===== src/rtl/rx_start_pkg.sv =====
`timescale 1ns/1ps
package rx_start_pkg;
  typedef enum logic [3:0] {
    ST_CONT = 4'd0, ST_TX   = 4'd1, ST_LOW  = 4'd2, ST_HIGH = 4'd3,
    ST_FALL = 4'd4, ST_RISE = 4'd5, ST_CHG  = 4'd6, ST_EDGE = 4'd7,
    ST_CMP0 = 4'd8
  } start_sel_e;

  typedef enum logic [1:0] {
    GT_NONE = 2'd0, GT_LOW = 2'd1, GT_HIGH = 2'd2
  } gate_sel_e;

  typedef enum logic [1:0] {
    S_IDLE, S_DELAY, S_RUN
  } rx_state_e;
endpackage


===== src/rtl/rx_fs_sync.sv =====
`timescale 1ns/1ps
module rx_fs_sync #(
  parameter int SYNC_STAGES = 2
) (
  input  logic clk_i,
  input  logic rst_ni,
  input  logic fs_i,
  output logic lvl_o,
  output logic rise_o,
  output logic fall_o
);
  logic [SYNC_STAGES-1:0] sync_q;
  logic                   prev_q;

  always_ff @(posedge clk_i or negedge rst_ni) begin
    if (!rst_ni) begin
      sync_q <= '0;
      prev_q <= 1'b0;
    end else begin
      sync_q <= {sync_q[SYNC_STAGES-2:0], fs_i};
      prev_q <= sync_q[SYNC_STAGES-1];
    end
  end

  assign lvl_o  = sync_q[SYNC_STAGES-1];
  assign rise_o = lvl_o & ~prev_q;
  assign fall_o = ~lvl_o & prev_q;
endmodule


===== src/rtl/rx_trig_sel.sv =====
`timescale 1ns/1ps
module rx_trig_sel
  import rx_start_pkg::*;
(
  input  logic [3:0] start_sel_i,
  input  logic [1:0] gate_sel_i,
  input  logic       lvl_i,
  input  logic       rise_i,
  input  logic       fall_i,
  input  logic       tx_start_i,
  input  logic       cmp0_i,
  output logic       trig_o,
  output logic       gate_ok_o
);
  always_comb begin
    case (start_sel_i)
      ST_CONT:         trig_o = 1'b1;
      ST_TX:           trig_o = tx_start_i;
      ST_LOW:          trig_o = ~lvl_i;
      ST_HIGH:         trig_o = lvl_i;
      ST_FALL:         trig_o = fall_i;
      ST_RISE:         trig_o = rise_i;
      ST_CHG, ST_EDGE: trig_o = rise_i | fall_i;
      ST_CMP0:         trig_o = cmp0_i;
      default:         trig_o = 1'b0;
    endcase
  end

  always_comb begin
    case (gate_sel_i)
      GT_NONE: gate_ok_o = 1'b1;
      GT_LOW:  gate_ok_o = ~lvl_i;
      GT_HIGH: gate_ok_o = lvl_i;
      default: gate_ok_o = 1'b0;
    endcase
  end
endmodule


===== src/rtl/rx_period_gen.sv =====
`timescale 1ns/1ps
module rx_period_gen #(
  parameter int PER_W = 8
) (
  input  logic             clk_i,
  input  logic             rst_ni,
  input  logic             en_i,
  input  logic             tick_i,
  input  logic [PER_W-1:0] period_i,
  output logic             pulse_o
);
  localparam int CW = PER_W + 2;

  logic [CW-1:0] cnt_q;
  logic [CW-1:0] last;

  // 2*(P+1) ticks per frame, counter runs 0 .. 2P+1
  assign last = (CW'(period_i) << 1) + CW'(1);

  always_ff @(posedge clk_i or negedge rst_ni) begin
    if (!rst_ni) begin
      cnt_q   <= '0;
      pulse_o <= 1'b0;
    end else if (!en_i || period_i == '0) begin
      cnt_q   <= '0;
      pulse_o <= 1'b0;
    end else begin
      pulse_o <= 1'b0;
      if (tick_i) begin
        if (cnt_q == last) begin
          cnt_q   <= '0;
          pulse_o <= 1'b1;
        end else begin
          cnt_q <= cnt_q + CW'(1);
        end
      end
    end
  end
endmodule


===== src/rtl/rx_start_ctrl.sv =====
`timescale 1ns/1ps
module rx_start_ctrl
  import rx_start_pkg::*;
#(
  parameter int DLY_W = 8,
  parameter int PER_W = 8,
  parameter int LEN_W = 5,
  parameter int SYNC_STAGES = 2
) (
  input  logic             clk_i,
  input  logic             rst_ni,
  input  logic             rx_en_i,
  input  logic             rck_en_i,
  input  logic             fs_i,
  input  logic             tx_start_i,
  input  logic             cmp0_i,
  input  logic             cmp1_i,
  input  logic [3:0]       cfg_start_i,
  input  logic             cfg_stop_i,
  input  logic [DLY_W-1:0] cfg_delay_i,
  input  logic [PER_W-1:0] cfg_period_i,
  input  logic [1:0]       cfg_gate_i,
  input  logic [LEN_W-1:0] cfg_len_i,
  output logic             rck_gated_o,
  output logic             rx_active_o,
  output logic             fs_pulse_o
);
  logic fs_lvl, fs_rise, fs_fall;
  logic trig, gate_ok;
  logic keep_run, stop_cmp1;

  rx_state_e        state_q;
  logic [DLY_W-1:0] dcnt_q;
  logic [LEN_W-1:0] bcnt_q;

  rx_fs_sync #(.SYNC_STAGES(SYNC_STAGES)) u_sync (
    .clk_i  (clk_i),
    .rst_ni (rst_ni),
    .fs_i   (fs_i),
    .lvl_o  (fs_lvl),
    .rise_o (fs_rise),
    .fall_o (fs_fall)
  );

  rx_trig_sel u_trig (
    .start_sel_i (cfg_start_i),
    .gate_sel_i  (cfg_gate_i),
    .lvl_i       (fs_lvl),
    .rise_i      (fs_rise),
    .fall_i      (fs_fall),
    .tx_start_i  (tx_start_i),
    .cmp0_i      (cmp0_i),
    .trig_o      (trig),
    .gate_ok_o   (gate_ok)
  );

  rx_period_gen #(.PER_W(PER_W)) u_per (
    .clk_i    (clk_i),
    .rst_ni   (rst_ni),
    .en_i     (rx_en_i),
    .tick_i   (rck_en_i),
    .period_i (cfg_period_i),
    .pulse_o  (fs_pulse_o)
  );

  assign rck_gated_o = rx_en_i & rck_en_i & gate_ok;
  assign stop_cmp1   = (cfg_start_i == ST_CMP0) & cfg_stop_i;
  // modes that roll straight into the next transfer
  assign keep_run    = (cfg_start_i == ST_CONT) | stop_cmp1;

  always_ff @(posedge clk_i or negedge rst_ni) begin
    if (!rst_ni) begin
      state_q <= S_IDLE;
      dcnt_q  <= '0;
      bcnt_q  <= '0;
    end else if (!rx_en_i) begin
      state_q <= S_IDLE;
      dcnt_q  <= '0;
      bcnt_q  <= '0;
    end else begin
      case (state_q)
        S_IDLE: if (trig) begin
          bcnt_q <= '0;
          if (cfg_delay_i == '0) begin
            state_q <= S_RUN;
          end else begin
            state_q <= S_DELAY;
            dcnt_q  <= cfg_delay_i;
          end
        end
        S_DELAY: if (rck_en_i) begin
          if (dcnt_q == DLY_W'(1)) state_q <= S_RUN;
          dcnt_q <= dcnt_q - DLY_W'(1);
        end
        S_RUN: begin
          if (stop_cmp1 && cmp1_i) begin
            state_q <= S_IDLE;
          end else if (rck_gated_o) begin
            if (bcnt_q == cfg_len_i) begin
              bcnt_q <= '0;
              if (!keep_run) state_q <= S_IDLE;
            end else begin
              bcnt_q <= bcnt_q + LEN_W'(1);
            end
          end
        end
        default: state_q <= S_IDLE;
      endcase
    end
  end

  assign rx_active_o = (state_q == S_RUN);
endmodule


===== config.mk =====
export PLATFORM = sky130hd
export DESIGN_NAME = rx_start_ctrl
export DESIGN_NICKNAME = d
export VERILOG_FILES = /design/src/rtl/rx_start_pkg.sv /design/src/rtl/rx_fs_sync.sv /design/src/rtl/rx_trig_sel.sv /design/src/rtl/rx_period_gen.sv /design/src/rtl/rx_start_ctrl.sv
export SDC_FILE = /design/constraint.sdc
export NUM_CORES = 1
export LEC_CHECK = 0
export BUFFER_PORTS_ARGS = -buffer_cell sky130_fd_sc_hd__buf_2
export CAP_MARGIN = 20
export CORE_MARGIN = 4
export CORE_UTILIZATION = 50
export CTS_CLUSTER_SIZE = 40
export DETAILED_ROUTE_END_ITERATION = 10
export GPL_TIMING_DRIVEN = 1
export PLACE_DENSITY = 0.85
export SLEW_MARGIN = 20
export SYNTH_ARGS = -nofsm -noshare
export SYNTH_HDL_FRONTEND = slang
export SYNTH_SLANG_ARGS = --single-unit
export TNS_END_PERCENT = 30

===== constraint.sdc =====
create_clock -name clk_i -period 2.7 [get_ports clk_i]
set_input_delay 0 -clock clk_i [delete_from_list [all_inputs] [get_ports clk_i]]
set_output_delay 0 -clock clk_i [all_outputs]
set_load 0.02 [all_outputs]

# Word-level counts from Yosys, hierarchy flattened
# Index checks and enable logic that the tools add are counted.
word_totals:
  reg_bits: 29
  in_bits: 36
  output_inout_bits: 3
  wordCells: 88
op_classes:
  n_addsub: 4
  n_eq_ne: 26
  mux: 29
  n_bitwise: 9
  n_reduce_logical: 13
ops:
  columns: ["op", "n"]
  rows:
  - ["two-way mux 8 bit", 4]
  - ["two-way mux 10 bit", 3]
  - ["two-way mux 5 bit", 5]
  - ["two-way mux 2 bit", 9]
  - ["inequality test 3 bit, second input constant", 6]
  - ["== test 4 x 3 -> 1 bit, second input constant", 4]
  - ["logical NOT 8 bit", 2]
  - ["case mux 8 bit (2 select lines)", 1]
  - ["adder 10 x 1 -> 10 bit, second input constant", 1]
  - ["adder 9 x 1 -> 10 bit, second input constant", 1]
  - ["== test 10 bit", 1]
  - ["case mux 5 bit (2 select lines)", 1]
  - ["== test 4 x 2 -> 1 bit, second input constant", 2]
  - ["== test 8 x 1 -> 1 bit, second input constant", 1]
  - ["inequality test 4 x 3 -> 1 bit, second input constant", 2]
  - ["case mux 1 bit (8 select lines)", 1]
  - ["AND reduction 4 bit", 2]
  - ["subtractor 8 x 1 -> 8 bit, second input constant", 1]
  - ["inequality test 3 x 1 -> 1 bit, second input constant", 2]
  - ["case mux 2 bit (3 select lines)", 1]
  - ["AND reduction 6 bit", 1]
  - ["adder 5 x 1 -> 5 bit, second input constant", 1]
  - ["AND 1 bit", 5]
  - ["== test 5 bit", 1]
  - ["other kinds (16)", 23]

# Depth between registers and ports, before layout
# Gate-level depths: netlist (run 1).
logic_depth:
  ltp_word: 9
  mapped_depth: 7
  ltp_nobuf: 7

# Cells and area by module
# From an unflattened synthesis (run 1), not the netlist that was laid out.
unflattened:
  cells_unflattened: 228
  area_unflattened_um2: 2137.0
by_module_without_submodules:
  columns: ["module", "n_inst", "cells_per_inst", "area_per_inst_um2", "seq_area_each_um2"]
  rows:
  - ["rx_start_ctrl", 1, 137, 1214.9, 375.4]
  - ["rx_period_gen", 1, 75, 740.7, 275.3]
  - ["rx_trig_sel", 1, 11, 91.3, 0.0]
  - ["rx_fs_sync", 1, 5, 90.1, 75.1]

# Least setup slack after synthesis (run 1)
# Ideal clock, no wire load.
synth_timing:
  path_kind: "reg2reg"
  startpoint: "register u_sync.sync_q[1]"
  endpoint: "register bcnt_q[1]"
  setup_ns: 0.125
  arrival_time_ns: 2.050
  required_time_ns: 2.575
  setup_slack_ns: 0.525
  path_stages_with_launch: 8
  n_path_buf: 0
  synth_period_minus_slack_ns: 2.175
  path_cell_list: "dfrtp_1 inv_1 ha_1 mux2_4 o2111a_2 nor4_4 a211oi_2 mux2_4"
synth_between:
  elab_chain_cells: 6
  elab_cells_between_ends: 10
  cone_classes: "eq/ne (2); mux (2); bitwise (5); reduce/logical (1)"
synth_lines:
  columns: ["element", "line", "source"]
  rows:
  - ["start, declared", "rx_fs_sync.sv:12", "logic [SYNC_STAGES-1:0] sync_q;"]
  - ["start signal, assigned", "rx_fs_sync.sv:20", "sync_q <= {sync_q[SYNC_STAGES-2:0], fs_i};"]
  - ["NOT 1 bit", "rx_fs_sync.sv:27, rx_trig_sel.sv:19, rx_trig_sel.sv:32", null]
  - ["AND 1 bit", "rx_fs_sync.sv:27", "assign fall_o = ~lvl_o & prev_q;"]
  - ["bitwise OR 1 bit", "rx_trig_sel.sv:23", "ST_CHG, ST_EDGE: trig_o = rise_i | fall_i;"]
  - ["case mux 1 bit (8 select lines)", "rx_trig_sel.sv:16", "case (start_sel_i)"]
  - ["inequality test 3 bit (no source line)", null, null]
  - ["AND reduction 4 bit (no source line) *", null, null]
  - ["end signal, assigned", "rx_start_ctrl.sv:103", "bcnt_q <= bcnt_q + LEN_W'(1);"]
  - ["end, declared", "rx_start_ctrl.sv:34", "logic [LEN_W-1:0] bcnt_q;"]
# Every way passes the cells marked *; elsewhere a longest branch is shown, timed or not.
# A chain may end at the register's enable or synchronous reset.

# Final worst setup path (run 1)
layout_timing:
  startpoint: "register u_sync.sync_q[1]"
  endpoint: "register dcnt_q[0]"
layout_between:
  elab_chain_cells: 6
  elab_cells_between_ends: 7
  cone_classes: "eq/ne (1); mux (1); bitwise (4); reduce/logical (1)"
layout_lines:
  columns: ["element", "line", "source"]
  rows:
  - ["NOT 1 bit", "rx_fs_sync.sv:27, rx_trig_sel.sv:19", null]
  - ["AND 1 bit", "rx_fs_sync.sv:27", null]
  - ["bitwise OR 1 bit", "rx_trig_sel.sv:23", null]
  - ["case mux 1 bit (8 select lines) *", "rx_trig_sel.sv:16", null]
  - ["inequality test 3 bit (no source line) *", null, null]
  - ["AND reduction 4 bit (no source line) *", null, null]
  - ["end signal, assigned", "rx_start_ctrl.sv:88", "dcnt_q <= cfg_delay_i;"]
  - ["end signal, assigned", "rx_start_ctrl.sv:93", "dcnt_q <= dcnt_q - DLY_W'(1);"]
  - ["end, declared", "rx_start_ctrl.sv:33", "logic [DLY_W-1:0] dcnt_q;"]
# Marks and branches as above.

==> flow_summary.ini, run 1 <==
[outcome]
outcome = finished clean

[synth]
yosys_register_bits = 29
ys_warn_count = 0
seq_area_frac_synth = 0.358
syn_area_sq_mm = 0.00203
syn_inst = 230
ys.flop_type = dfrtp_1
async_flop_share = 1.00
synth_nets = 272
synth_cell_types = 47
synth-edff-count = 0
syn_avg_cell_area_sq_um = 8.82

[worst_setup_path]
crit_path_end = dcnt_q[0]$_DFFE_PN0P_
crit_start = u_sync.sync_q[1]$_DFF_PN0_
worstReg2RegEnd = dcnt_q[0]$_DFFE_PN0P_
path_depth = 7
endpoint_kind = flop
cp_top_family = compound AO/OA/AOI/OAI gates
crit_arrival_ns = 2.31
r2r_slack_ns = 0.56
crit_buf_inv = 1
r2r_start = u_sync.sync_q[1]$_DFF_PN0_
ff2ff_path_depth = 7
cp_slowest_cell = o311a_1
start_kind = flop
critPathKind = flop to flop
cp_slowest_stage_delay_ns = 0.44
worstPathMaxFanout = 6
crit_chain = inv_1 -> ha_1 -> mux2_4 -> o2111a_2 -> o311a_1 -> a41oi_1 -> o21ai_0
cp.required_ns = 2.86

[place]
hpwl_um = 3610
portBuffers = 38
placed_area_sq_mm = 0.00227
place_congestion = 0.914

[detailed_routing]
avgViaCountPerCell = 5.84
wl_per_cell_um = 14.9
routed-via-count = 1875
drt-initial-drc-count = 170
drtPass1Iterations = 4
wl_um = 4780
ant_nets = 0
drc = 0

[job]
cap_violations = 0

[timing]
period_share = 0.793
final.setup.tns_ns = 0
setup_viol = 0
slew_violations = 0
worst_pin_slew_ns = 0.666
max-slew-margin-rel = 0.556
fin_crit_ns = 2.14
rsz0062_at_grt = no
hold_viol = 0
fmax_ghz = 0.467
final.setup_skew_ns = 0.00446

[cells_and_area]
multi_input_area_sq_mm = 0.00122
drive_above_1_share = 0.201
seq_area_sq_um = 726
syn_to_final_growth_pct = 17.5
diodes = 0
nNetsFinal = 315
layout_commonest_cell = buf_2
final_cell_mix = buf_2, dfrtp_1, nor2_1
design_area_sq_mm = 0.00238
fill_cells = 341

[hold_path]
hold_class = primary input to flop

[floorplanning]
rows = 22
die_h_um = 71.7
fp.coreArea_sq_mm = 0.00380
pin_count = 39
fp.dieW_um = 71.7
start_util = 0.534
die-area_sq_mm = 0.00514

[grt]
gr-total-overflow = 0
grt_pass1_wl_um = 8360
antenna_found_initial = 0
first_global_vias = 1838
groute.usage.overall = 0.203
grt_max_degree = 30

[power]
power_frac_seq = 0.375
p_switching_uw = 650
sw_frac_of_total = 0.402
p_comb_frac = 0.396
power.internal_uw = 964
cellPowerDensity_mw_per_mm2 = 677
ir_drop_uv = 277
power_leakage_uw = 0.00103
p_clk_frac = 0.229

[cts]
cts-root-buf = clkbuf_8
cts_tree = done
post_cts_buffers = 0
cts_max_level = 2
clock_sinks = 29
clk_latency_ns = 0.29
cts.reportedPaths.clkPinSlew_ns = 0.06
numCtsBuffers = 5
ctsLongestPathBuffers = 2
-- per-layer routing --
layer / part of all wire / up-vias / GRT usage
met5: 0 / - / 0
met4: 0.014 / 0 / 0.0898
met3: 0.079 / 7 / 0.0589
met2: 0.47 / 63 / 0.329
met1: 0.44 / 881 / 0.251
li1: - / 924 / -
-- timing repair --
item / 4_1_cts / 5_1_grt
hold buffers: 3 / 0
endpoints found under the hold margin: 31 / 0
gates resized for setup: 0 / 0
-- registers in the layout (all words and copies together) (netlist names) --
signal and count:
u_per.cnt_q 10, dcnt_q 8, bcnt_q 5, state_q 2
u_sync.sync_q 2, u_per.pulse_o 1, u_sync.prev_q 1
-- worst min path at each step --
| stage | endpoint | depth (start not counted) | startpoint |
|---|---|---|---|
| finish | dcnt_q[3]$_DFFE_PN0P_ | 3 | cfg_delay_i[3] |
| global route | dcnt_q[2]$_DFFE_PN0P_ | 3 | cfg_delay_i[2] |
| CTS | dcnt_q[3]$_DFFE_PN0P_ | 3 | cfg_delay_i[3] |
| detailed placement | u_sync.prev_q$_DFF_PN0_ | 1 | rst_ni |
| global placement | u_sync.prev_q$_DFF_PN0_ | 1 | rst_ni |
| floorplan | bcnt_q[0]$_DFFE_PN0P_ | 0 | rst_ni |
-- cell usage after synthesis, types with 5 or more instances --
cell type  number  area, sq um
o31ai_1         7         52.6
inv_1          14         52.6
nand4_1         5         31.3
dfrtp_1        29          726
a21oi_1         5         25.0
ha_1            6         75.1
clkbuf_1        6         22.5
nand3_1        13         65.1
o21ai_0        12         60.1
nor2_1         25         93.8
nand2_1        18         67.6
nand3b_1        5         37.5
nand2b_1        7         43.8
xnor2_1        15          131
xor2_1          5         43.8
-- cell type report --
cell class,count,area share
inverter,14,0.0220
multi-input combinational,180,0.513
clock buffer,7,0.0362
tap,48,0.0252
sequential,29,0.304
timing repair buffer,43,0.0987
-- cells by family after synthesis --
group / synth area share
AND/OR/NAND/NOR: 0.245
AO/OA/AOI/OAI: 0.205
flip-flops: 0.358
buffers and inverters: 0.0389
XOR/XNOR: 0.0864
adder cells (fa/ha/maj): 0.0370
multiplexers: 0.0296
-- metrics by stage --
| stage | total power, uW | hold WS (ns) | setup slack, ns | cells | utilization |
|---|---|---|---|---|---|
| floorplan | 1060 | -0.296 | 0.525 | 230 | - |
| global placement | 1220 | 0.0733 | 0.639 | 311 | 0.597 |
| detailed placement | 1240 | 0.0722 | 0.590 | 311 | 0.597 |
| CTS | 1620 | 0.0384 | 0.569 | 321 | 0.627 |
| global route | 1740 | 0.0836 | 0.490 | 321 | 0.627 |
| finish | 1610 | 0.0528 | 0.558 | 321 | 0.627 |
-- tightest hold or removal path, cell delays in order --
cell and delay (ns):
buf_2 0.11, a21oi_1 0.12, o31ai_1 0.07
-- power groups by stage --
| stage | sequential, uW | clock [uW] | combinational (uW) |
|---|---|---|---|
| 3_5_place_dp | 610 | 0 | 628 |
| 2_1_floorplan | 568 | 0 | 496 |
| 6_report | 606 | 369 | 639 |
| 4_1_cts | 602 | 380 | 633 |
| 5_1_grt | 619 | 395 | 724 |
| 3_3_place_gp | 601 | 0 | 616 |
Note: power is estimated with default switching activity, not from simulation.
==> run 2, diff against run 1 <==
==> constraint.sdc (replaced) <==
create_clock -name clk_i -period 2.15 [get_ports clk_i]
set_input_delay 0 -clock clk_i [delete_from_list [all_inputs] [get_ports clk_i]]
set_output_delay 0 -clock clk_i [all_outputs]
set_load 0.02 [all_outputs]
==> run 2 against run 1 <==
Cell count rose by 0.93%; first-iteration DRC count up 19%; via count up 1.9%; critical endpoint unchanged; non-clock buffer count rose by 2.
==> flow_summary.ini, run 2 (synthesis gave the netlist of run 1 again) <==
[outcome]
outcome = finished clean

[hold_path]
hold_class = primary input to flop
min_from = cfg_delay_i[3]

[worst_setup_path]
crit_path_end = dcnt_q[0]$_DFFE_PN0P_
crit_chain = inv_1 -> ha_1 -> mux2_4 -> o2111a_2 -> o311a_4 -> a41oi_1 -> o21ai_0
path_depth = 7
crit_arrival_ns = 2.20
cp_slowest_cell = o311a_4
start_kind = flop
cp_slowest_stage_delay_ns = 0.42
crit_start = u_sync.sync_q[1]$_DFF_PN0_
ff2ff_path_depth = 7
crit_buf_inv = 1
worstPathMaxFanout = 6
cp.required_ns = 2.32
r2r_slack_ns = 0.12
endpoint_kind = flop
cp_top_family = compound AO/OA/AOI/OAI gates
critPathKind = flop to flop
worstReg2RegEnd = dcnt_q[0]$_DFFE_PN0P_
r2r_start = u_sync.sync_q[1]$_DFF_PN0_

[detailed_routing]
avgViaCountPerCell = 5.90
wl_um = 4920
ant_nets = 0
wl_per_cell_um = 15.2
routed-via-count = 1910
drtPass1Iterations = 4
drt-initial-drc-count = 203
drc = 0

[cts]
cts_tree = done
post_cts_buffers = 0
clock_sinks = 29
cts.reportedPaths.clkPinSlew_ns = 0.07
cts_max_level = 2
cts-root-buf = clkbuf_8
clk_latency_ns = 0.28
numCtsBuffers = 5
ctsLongestPathBuffers = 2

[timing]
slew_violations = 0
fmax_ghz = 0.492
period_share = 0.945
setup_viol = 0
max-slew-margin-rel = 0.560
fin_crit_ns = 2.03
rsz0062_at_grt = no
final.setup.tns_ns = 0
worst_pin_slew_ns = 0.660
final.setup_skew_ns = 0.00585
hold_viol = 0

[floorplanning]
die_h_um = 71.7
start_util = 0.534
fp.coreArea_sq_mm = 0.00380
pin_count = 39
rows = 22
fp.dieW_um = 71.7
die-area_sq_mm = 0.00514

[place]
place_congestion = 0.947
hpwl_um = 3610
portBuffers = 38
placed_area_sq_mm = 0.00228

[power]
power_leakage_uw = 0.00104
p_switching_uw = 836
ir_drop_uv = 415
p_comb_frac = 0.416
p_clk_frac = 0.213
sw_frac_of_total = 0.408
power.internal_uw = 1210
power_frac_seq = 0.370
cellPowerDensity_mw_per_mm2 = 846

[cells_and_area]
nNetsFinal = 317
drive_above_1_share = 0.221
design_area_sq_mm = 0.00242
largest_register_ffs = 10
layout_commonest_cell = buf_2
diodes = 0
multi_input_area_sq_mm = 0.00124
fill_cells = 322
final_cell_mix = buf_2, dfrtp_1, nor2_1
syn_to_final_growth_pct = 19.2
reg_top3 = u_per.cnt_q x10, dcnt_q x8, bcnt_q x5
seq_area_sq_um = 727
largest_register = u_per.cnt_q

[grt]
antenna_found_initial = 0
grt_pass1_wl_um = 8180
gr-total-overflow = 0
first_global_vias = 1760
groute.usage.overall = 0.200
grt_max_degree = 30

[job]
cap_violations = 0
==> run 2: power by group through the flow <==
stage	combinational (uW)	sequential, uW	clock (uW)
after floorplan	626	714	0
after global placement	799	759	0
after detailed placement	813	761	0
after CTS	821	752	455
after global routing	951	776	487
final	852	758	436
==> run 2: cell type report <==
type	instances	area share
well taps	48	0.0248
multi-input cells	180	0.514
flip-flops and latches	29	0.301
inverters	14	0.0217
repair buffers	45	0.103
clock inverters	3	0.00724
clock buffers	5	0.0285
==> run 2: worst min path at each step <==
stage                              end  slack, ns  cells past startpoint
5_1_grt          dcnt_q[3]$_DFFE_PN0P_       0.06                      3
3_3_place_gp   u_sync.prev_q$_DFF_PN0_       0.07                      1
6_report         dcnt_q[3]$_DFFE_PN0P_       0.05                      3
2_1_floorplan    bcnt_q[0]$_DFFE_PN0P_      -0.30                      0
3_5_place_dp   u_sync.prev_q$_DFF_PN0_       0.07                      1
4_1_cts          dcnt_q[3]$_DFFE_PN0P_       0.04                      3
==> run 2: layer usage <==
layer | global-route usage | vias to the layer above | part of all wire
met4 | 0.0689 | 0 | 0.016
met3 | 0.0477 | 10 | 0.076
met2 | 0.320 | 71 | 0.48
met5 | 0 | - | 0
li1 | - | 936 | -
met1 | 0.263 | 893 | 0.43
==> run 2: what timing repair did <==
item                                   4_1_cts  5_1_grt
endpoints found under the hold margin       31        0
setup endpoints to repair                    0        2
gates resized for setup                      0        3
hold buffers                                 3        0
==> run 2: worst min-delay path, cell delays in order <==
cell     delay, ns
buf_2         0.10
a21oi_1       0.12
o31ai_1       0.07
==> run 2: through the flow <==
| step | power [uW] | worst slack, ns | hold slack [ns] | instances | util |
|---|---|---|---|---|---|
| global placement | 1560 | 0.0812 | 0.0671 | 313 | 0.601 |
| CTS | 2030 | 0.0124 | 0.0371 | 324 | 0.631 |
| global route | 2210 | 0.0160 | 0.0625 | 324 | 0.637 |
| finish | 2050 | 0.118 | 0.0507 | 324 | 0.637 |
| floorplan | 1340 | 0.111 | -0.296 | 230 | - |
| detailed placement | 1570 | 0.0179 | 0.0686 | 313 | 0.601 |
